==> src/rtl/prom_rsp_pkg.sv <==
package prom_rsp_pkg;

    // byte-wide PROM of 16 entries
    localparam int PROM_BYTES = 16;
    localparam int PROM_IDX_W = $clog2(PROM_BYTES);
    localparam int PROM_DW    = 8;

    typedef enum logic [1:0] {
        PS_IDLE  = 2'd0,
        PS_WAIT  = 2'd1,
        PS_DRIVE = 2'd2
    } prom_state_e;

    // decoded host access
    typedef struct packed {
        logic                  hit;
        logic [PROM_IDX_W-1:0] idx;
    } prom_sel_t;

    // per-state control bundle
    typedef struct packed {
        logic req;
        logic cs;
        logic oe;
        logic hold;
    } prom_ctl_t;

    function automatic prom_ctl_t ctl_of(prom_state_e st);
        prom_ctl_t c;
        c = '0;
        case (st)
            PS_WAIT: begin
                c.req  = 1'b1;
                c.hold = 1'b1;
            end
            PS_DRIVE: begin
                c.req = 1'b1;
                c.cs  = 1'b1;
                c.oe  = 1'b1;
            end
            default: c = '0;
        endcase
        return c;
    endfunction

endpackage

==> src/rtl/prom_win_dec.sv <==
module prom_win_dec
    import prom_rsp_pkg::*;
#(
    parameter int          ADDR_W    = 10,
    parameter logic [ADDR_W-1:0] WIN_BASE = 10'h300
) (
    input  logic              aen,
    input  logic [ADDR_W-1:0] addr,
    input  logic              rd,
    output prom_sel_t         sel
);
    localparam int TAG_W = ADDR_W - PROM_IDX_W;

    logic [TAG_W-1:0] tag_in;
    logic [TAG_W-1:0] tag_base;
    logic             in_window;

    assign tag_in    = addr[ADDR_W-1:PROM_IDX_W];
    assign tag_base  = WIN_BASE[ADDR_W-1:PROM_IDX_W];
    assign in_window = (tag_in == tag_base);

    always_comb begin
        sel.hit = in_window && !aen && rd;
        sel.idx = addr[PROM_IDX_W-1:0];
    end
endmodule

==> src/rtl/prom_seq_fsm.sv <==
module prom_seq_fsm
    import prom_rsp_pkg::*;
(
    input  logic      clk,
    input  logic      rst,
    input  prom_sel_t sel,
    input  logic      rd,
    input  logic      gnt,
    output prom_ctl_t ctl,
    output logic      start,
    output logic      stall
);
    prom_state_e state_q;
    prom_state_e state_d;

    always_comb begin
        state_d = state_q;
        start   = 1'b0;
        case (state_q)
            PS_IDLE: begin
                if (sel.hit) begin
                    start   = 1'b1;
                    state_d = gnt ? PS_DRIVE : PS_WAIT;
                end
            end
            PS_WAIT: begin
                // abort takes priority over a grant seen on the same edge
                if (!rd)
                    state_d = PS_IDLE;
                else if (gnt)
                    state_d = PS_DRIVE;
            end
            PS_DRIVE: begin
                if (!rd)
                    state_d = PS_IDLE;
            end
            default: state_d = PS_IDLE;
        endcase
    end

    always_ff @(posedge clk) begin
        if (rst)
            state_q <= PS_IDLE;
        else
            state_q <= state_d;
    end

    always_comb begin
        ctl   = ctl_of(state_q);
        stall = ctl.hold || ((state_q == PS_IDLE) && sel.hit);
    end
endmodule

==> src/rtl/prom_byte_path.sv <==
module prom_byte_path
    import prom_rsp_pkg::*;
(
    input  logic                  clk,
    input  logic                  rst,
    input  logic                  load,
    input  logic [PROM_IDX_W-1:0] idx_in,
    input  logic                  oe,
    input  logic [PROM_DW-1:0]    rom_byte,
    output logic [PROM_IDX_W-1:0] rom_idx,
    output logic [PROM_DW-1:0]    sys_byte
);
    logic [PROM_IDX_W-1:0] idx_q;

    always_ff @(posedge clk) begin
        if (rst)
            idx_q <= '0;
        else if (load)
            idx_q <= idx_in;
    end

    assign rom_idx  = idx_q;
    assign sys_byte = oe ? rom_byte : '0;
endmodule

==> src/rtl/prom_io_responder.sv <==
module prom_io_responder
    import prom_rsp_pkg::*;
#(
    parameter int                ADDR_W   = 10,
    parameter logic [ADDR_W-1:0] WIN_BASE = 10'h300
) (
    input  logic                  clk,
    input  logic                  rst,
    input  logic                  host_aen,
    input  logic [ADDR_W-1:0]     host_addr,
    input  logic                  host_rd,
    output logic                  host_rdy,
    output logic                  host_io16_n,
    output logic                  bus_req,
    input  logic                  bus_gnt,
    output logic                  prom_cs,
    output logic [PROM_IDX_W-1:0] prom_addr,
    input  logic [PROM_DW-1:0]    prom_data,
    output logic [PROM_DW-1:0]    sd_lo_out,
    output logic                  sd_lo_oe,
    output logic                  sd_hi_oe
);
    prom_sel_t sel;
    prom_ctl_t ctl;
    logic      start;
    logic      stall;

    prom_win_dec #(
        .ADDR_W   (ADDR_W),
        .WIN_BASE (WIN_BASE)
    ) u_dec (
        .aen  (host_aen),
        .addr (host_addr),
        .rd   (host_rd),
        .sel  (sel)
    );

    prom_seq_fsm u_fsm (
        .clk   (clk),
        .rst   (rst),
        .sel   (sel),
        .rd    (host_rd),
        .gnt   (bus_gnt),
        .ctl   (ctl),
        .start (start),
        .stall (stall)
    );

    prom_byte_path u_path (
        .clk      (clk),
        .rst      (rst),
        .load     (start),
        .idx_in   (sel.idx),
        .oe       (ctl.oe),
        .rom_byte (prom_data),
        .rom_idx  (prom_addr),
        .sys_byte (sd_lo_out)
    );

    assign host_rdy    = !stall;
    assign bus_req     = ctl.req;
    assign prom_cs     = ctl.cs;
    assign sd_lo_oe    = ctl.oe;
    assign sd_hi_oe    = 1'b0;  // byte-only device
    assign host_io16_n = 1'b1;
endmodule

==> config.mk <==
export PLATFORM = sky130hd
export DESIGN_NAME = prom_io_responder
export DESIGN_NICKNAME = d
export VERILOG_FILES = /design/src/rtl/prom_rsp_pkg.sv /design/src/rtl/prom_win_dec.sv /design/src/rtl/prom_seq_fsm.sv /design/src/rtl/prom_byte_path.sv /design/src/rtl/prom_io_responder.sv
export SDC_FILE = /design/constraint.sdc
export NUM_CORES = 1
export LEC_CHECK = 0
export BUFFER_PORTS_ARGS = -buffer_cell sky130_fd_sc_hd__buf_4
export CORE_ASPECT_RATIO = 1.2
export CORE_MARGIN = 2
export CORE_UTILIZATION = 27
export CTS_BUF_LIST = sky130_fd_sc_hd__clkbuf_16
export DETAILED_ROUTE_END_ITERATION = 6
export GPL_TIMING_DRIVEN = 0
export SYNTH_ARGS = -nofsm -noshare
export SYNTH_HDL_FRONTEND = slang
export SYNTH_HIERARCHICAL = 1
export SYNTH_SLANG_ARGS = --single-unit
==> constraint.sdc <==
create_clock -name clk -period 1.52 [get_ports clk]
set_clock_uncertainty 0.2 [all_clocks]
set_input_delay 0.076 -clock clk [delete_from_list [all_inputs] [get_ports clk]]
set_output_delay 0.076 -clock clk [all_outputs]
set_load 0.01 [all_outputs]
==> results of run 1 <==
==> cells by family after synthesis <==
family,count (synthesis),share of synthesized area (%)
DFF,6,25.0
other,2,1.56
buffers and inverters,11,15.6
adders and majority gates,3,7.81
muxes,4,8.33
and+or+nand+nor,24,30.7
AOI/OAI and AO/OA,7,10.9
==> registers in the layout (all words and copies together) (netlist names) <==
signal          cells
u_path/rom_idx      4
u_fsm/state_q       2
==> synthesized netlist by cell type <==
master / number / area (sq um)
o21ai_0: 1 / 5.00
a32oi_1: 1 / 8.76
or4b_1: 1 / 10.0
conb_1: 2 / 7.51
nor2_1: 5 / 18.8
or2_2: 1 / 6.26
nand2_1: 2 / 7.51
a211o_1: 1 / 8.76
o21a_1: 1 / 7.51
nor4_2: 1 / 12.5
nand3_1: 1 / 5.00
inv_1: 3 / 11.3
nand2b_1: 2 / 12.5
mux2i_1: 4 / 40.0
nor3_1: 1 / 5.00
dfxtp_1: 6 / 120
buf_4: 7 / 52.6
nor2b_4: 1 / 13.8
o21ai_2: 2 / 17.5
and2_1: 9 / 56.3
buf_6: 1 / 11.3
ha_1: 3 / 37.5
a21oi_1: 1 / 5.00
==> critical path, cell delays in order <==
cell and delay, ns:
buf_6 0.09, or4b_4 0.54, nor4_4 0.24, and2_4 0.19, or2_4 0.11, inv_2 0.03
buf_6 0.10
==> repair_timing <==
action,CTS,global route
hold buffers,6,0
endpoints found under the setup margin,16,16
pin swaps,4,3
gates cloned,0,0
endpoints found under the hold margin,6,0
gates resized for setup,11,2
==> metal layers <==
| layer | GRT usage, % | vias to the layer above | wire length [um] | share of wire, % |
|---|---|---|---|---|
| met5 | 0 | - | 0 | 0 |
| met3 | 2.88 | 2 | 166 | 14 |
| met1 | 12.2 | 215 | 434 | 36 |
| li1 | - | 264 | - | - |
| met4 | 7.81 | 0 | 23 | 1.9 |
| met2 | 23.8 | 38 | 568 | 48 |
==> area by class of cell <==
| class | count | area [sq um] | share of cell area (%) |
|---|---|---|---|
| inverter | 3 | 11.3 | 1.20 |
| tap | 18 | 22.5 | 2.41 |
| buffer | 8 | 63.8 | 6.83 |
| multi-input combinational | 40 | 314 | 33.6 |
| clock buffer | 3 | 75.1 | 8.03 |
| timing repair buffer | 40 | 327 | 34.9 |
| sequential | 6 | 121 | 13.0 |
==> worst paths after layout <==
path	startpoint	slack [ns]	depth (start not counted)	endpoint
worst max-delay path	host_addr[6]	-0.13	7	host_rdy
worst min-delay path	host_rd	0.04	3	u_fsm/state_q[1]$_SDFFE_PP0P_
worst max register to register	u_fsm/state_q[0]$_SDFFE_PP0P_	0.06	6	u_fsm/state_q[0]$_SDFFE_PP0P_
worst min register to register	u_path/rom_idx[1]$_SDFFE_PP0P_	0.31	2	u_path/rom_idx[1]$_SDFFE_PP0P_
==> power groups by stage <==
stage,logic [mW],clock network (mW),registers [mW]
6_report,0.152,0.421,0.167
3_5_place_dp,0.126,0,0.169
3_3_place_gp,0.124,0,0.169
5_1_grt,0.165,0.435,0.168
4_1_cts,0.151,0.427,0.167
2_1_floorplan,0.0654,0,0.168
==> stage by stage <==
| step | instance area, sq um | utilization (%) | hold WS, ns | setup TNS [ns] | power, mW |
|---|---|---|---|---|---|
| 3_3_place_gp | 758 | 45.6 | 0.0987 | -2.04 | 0.293 |
| 6_report | 935 | 56.3 | 0.0380 | -0.343 | 0.741 |
| 4_1_cts | 928 | 55.9 | 0.0372 | -0.657 | 0.746 |
| 3_5_place_dp | 758 | 45.6 | 0.0999 | -1.85 | 0.294 |
| 2_1_floorplan | 480 | - | -0.0516 | -0.522 | 0.233 |
| 5_1_grt | 935 | 56.3 | 0.0811 | -1.20 | 0.769 |
==> reports/qor.yml, run 1 <==
status: "finished, violations left"
violations: "setup timing"
cp.arrival_ns: 1.38
syn_to_final_growth_pct: 94.5
cts_buffers: 3
setup_ws_ns: -0.135
power.switching_uw: 144
clock_latency_ns: 0.22
hold_viol: 0
fmax_mhz: 604
track_usage_pct: 12.7
coreArea_sq_um: 1660
num_antenna_cells: 0
ys_types: 23
place_inst: 109
layout_commonest_cell: "buf_4"
postCtsSetupBuffers: 0
first_pass_iters: 2
dieArea_sq_um: 2130
dieWidth_um: 42.5
gr-total-overflow: 0
start_util_pct: 28.9
drv_slew: 0
syn_nets: 83
required_ns: 1.24
vdd_drop_max_mv: 1.21
first_iter_violations: 4
dr_total_vias: 519
layout_common_cells: "buf_4 (38), and2_1 (8), dlygate4sd3_1 (6)"
nets: 128
num_rows: 16
cts_htree_levels: 1
p_int_uw: 597
grt_pass1_wl_um: 2120
grt_max_degree: 15
grt_pass1_vias: 539
clkTransAtPathRegs_ns: 0.03
synth.cell_area_sq_um: 480
p_per_area_nw_per_um2: 793
p_comb_share_pct: 20.5
die_y_um: 50.2
routed_wl_um: 1190
drive_gt1_share_pct: 58.0
yosys_warnings: 6
io_buffers: 34
timing.final.crit_share_pct: 109
ys_ff_latch: 6
yosysSeqAreaShare_pct: 25.0
postRouteAntennaNets: 0
fillers: 153
io_pins: 41
hp-class: "in -> reg"
cts-root-buf: "clkbuf_16"
setup-violations-final: 5
place_congestion: 0.722
place_ws_ns: -0.331
viasPerCell: 4.40
p_sw_share_pct: 19.5
crit_path_end_kind: "output pin"
antenna_found_initial: 0
stdcell_count: 118
crit_path_max_fanout: 3
rsz0062_at_grt: "true"
p_leak_nw: 0.433
clockBufferDepth: 2
pwr-share-seq_pct: 22.6
max-cap-violations: 0
drc: 0
fin_crit_ns: 1.65
syn_avg_cell_area_sq_um: 8.43
worstSetupPathType: "in -> out"
power_frac_clock_pct: 56.9
synthCells: 57
cts.sinks: 6
routedWlPerCell_um: 10.1
cts_tree: "yes"
startpoint_type: "primary input"
Power figures use the tool's default switching activity.
==> run 2, diff against run 1 <==
- CTS_BUF_LIST: sky130_fd_sc_hd__clkbuf_16 -> not set
- SETUP_SLACK_MARGIN: not set -> 0.5
==> run 2 against run 1 <==
  * The flow finishes with violations (hold timing, setup timing)
  * Via count rose by 12%
  * Wire length rose by 22%
  * Sequential share of layout area fell by 1.7 points
  * Critical path type unchanged
==> reports/qor.yml, run 2 (synthesized netlist as in run 1, its figures left out) <==
cts_tree: "yes"
clkTransAtPathRegs_ns: 0.04
timing.final.crit_share_pct: 109
hp-class: "in -> reg"
dieArea_sq_um: 2130
cp.arrival_ns: 1.38
rsz0062_at_grt: "true"
vdd_drop_max_mv: 0.489
first_pass_iters: 2
startpoint_type: "primary input"
crit_path_max_fanout: 3
largest_register_ffs: 4
crit_family: "simple AND/OR/NAND/NOR gates"
slowest_stage: "or4b_4"
first_iter_violations: 3
gr-total-overflow: 0
clockBufferDepth: 2
viasPerCell: 4.49
layout_common_cells: "buf_4 (30), buf_6 (22), and2_4 (9)"
slowest_delay_ns: 0.54
routed_wl_um: 1460
power_frac_clock_pct: 28.3
power.switching_uw: 130
fmax_mhz: 605
p_leak_nw: 0.505
place_area_sq_um: 793
io_buffers: 34
drv_slew: 0
num_rows: 16
start_util_pct: 28.9
crit_path_end_kind: "output pin"
nets: 139
die_y_um: 50.2
crit_chain: "buf_6 > or4b_4 > nor4_4 > and2_4 > or2_4 > inv_2 > buf_6"
status: "finished, violations left"
routedWlPerCell_um: 11.3
required_ns: 1.24
dieWidth_um: 42.5
layout_commonest_cell: "buf_4"
grt_pass1_vias: 558
postRouteAntennaNets: 0
syn_to_final_growth_pct: 130
holdWs_ns: -0.000466
grt_pass1_wl_um: 2350
place_congestion: 0.720
antenna_found_initial: 0
cpMostUsedCell: "buf_6"
dpl.hpwl_um: 927
p_comb_share_pct: 38.3
p_sw_share_pct: 25.8
dr_total_vias: 579
drive_gt1_share_pct: 72.1
worstSetupPathType: "in -> out"
hold_viol: 1
fin_area_sq_um: 1110
io_pins: 41
pwr-share-seq_pct: 33.4
critical_path_buf_inv_count: 3
setup-violations-final: 5
clock_latency_ns: 0.24
violations: "hold timing, setup timing"
cts-root-buf: "clkbuf_4"
fin_crit_ns: 1.65
cts.sinks: 6
track_usage_pct: 14.2
grt_max_degree: 9
p_int_uw: 373
coreArea_sq_um: 1660
p_per_area_nw_per_um2: 454
cts_htree_levels: 1
setup_ws_ns: -0.133
drc: 0
num_antenna_cells: 0
fillers: 142
max-cap-violations: 0
cts_buffers: 3
## run 2: what timing repair did
| action | CTS | global route |
|---|---|---|
| hold endpoints to repair | 6 | 0 |
| resized for setup | 31 | 5 |
| endpoints found under the setup margin | 18 | 18 |
| hold buffers | 6 | 0 |
| pin swaps | 6 | 9 |
| setup buffers | 6 | 5 |
## run 2: final cells by class
cell class                 count  area (sq um)  area share [%]
tap                           18          22.5            2.03
clock buffer                   3          22.5            2.03
buffer                         8          67.6            6.10
timing repair buffer          51           485            43.8
multi-input combinational     40           368            33.2
inverter                       3          16.3            1.47
sequential                     6           125            11.3
## run 2: tightest hold or removal path, delay by kind of cell
family          cells  cell delay (ns)
compound gates      2             0.21
buf+inv             1             0.11
## run 2: metal layers
| metal | GRT usage (%) | vias up | share of wire [%] |
|---|---|---|---|
| met5 | 0 | - | 0 |
| met4 | 6.25 | 0 | 0.82 |
| met3 | 3.60 | 2 | 9.8 |
| met2 | 27.2 | 30 | 55 |
| met1 | 14.1 | 258 | 35 |
| li1 | - | 289 | - |
## run 2: final timing paths
kind | from | slack [ns] | cells after the start | end
max reg2reg | u_fsm/state_q[0]$_SDFFE_PP0P_ | 0.07 | 7 | u_path/rom_idx[1]$_SDFFE_PP0P_
min | host_rd | -0.0005 | 3 | u_fsm/state_q[1]$_SDFFE_PP0P_
min reg2reg | u_path/rom_idx[0]$_SDFFE_PP0P_ | 0.30 | 2 | u_path/rom_idx[0]$_SDFFE_PP0P_
max | host_addr[6] | -0.13 | 7 | host_rdy
## run 2: per-stage QoR
stage	power (mW)	TNS (ns)	worst slack (ns)	utilization, %	std cells
floorplan	0.238	-0.522	-0.131	-	57
global placement	0.299	-1.89	-0.336	47.7	109
detailed placement	0.300	-1.84	-0.334	47.7	109
CTS	0.497	-0.892	-0.184	62.3	124
global route	0.527	-1.06	-0.221	66.6	129
finish	0.503	-0.589	-0.133	66.6	129
## run 2: power by group through the flow
stage                     clock network, mW  logic (mW)  registers [mW]
after CTS                             0.150       0.180           0.168
final                                 0.143       0.193           0.168
after floorplan                           0      0.0680           0.170
after global routing                  0.152       0.207           0.168
after global placement                    0       0.129           0.170
after detailed placement                  0       0.130           0.170
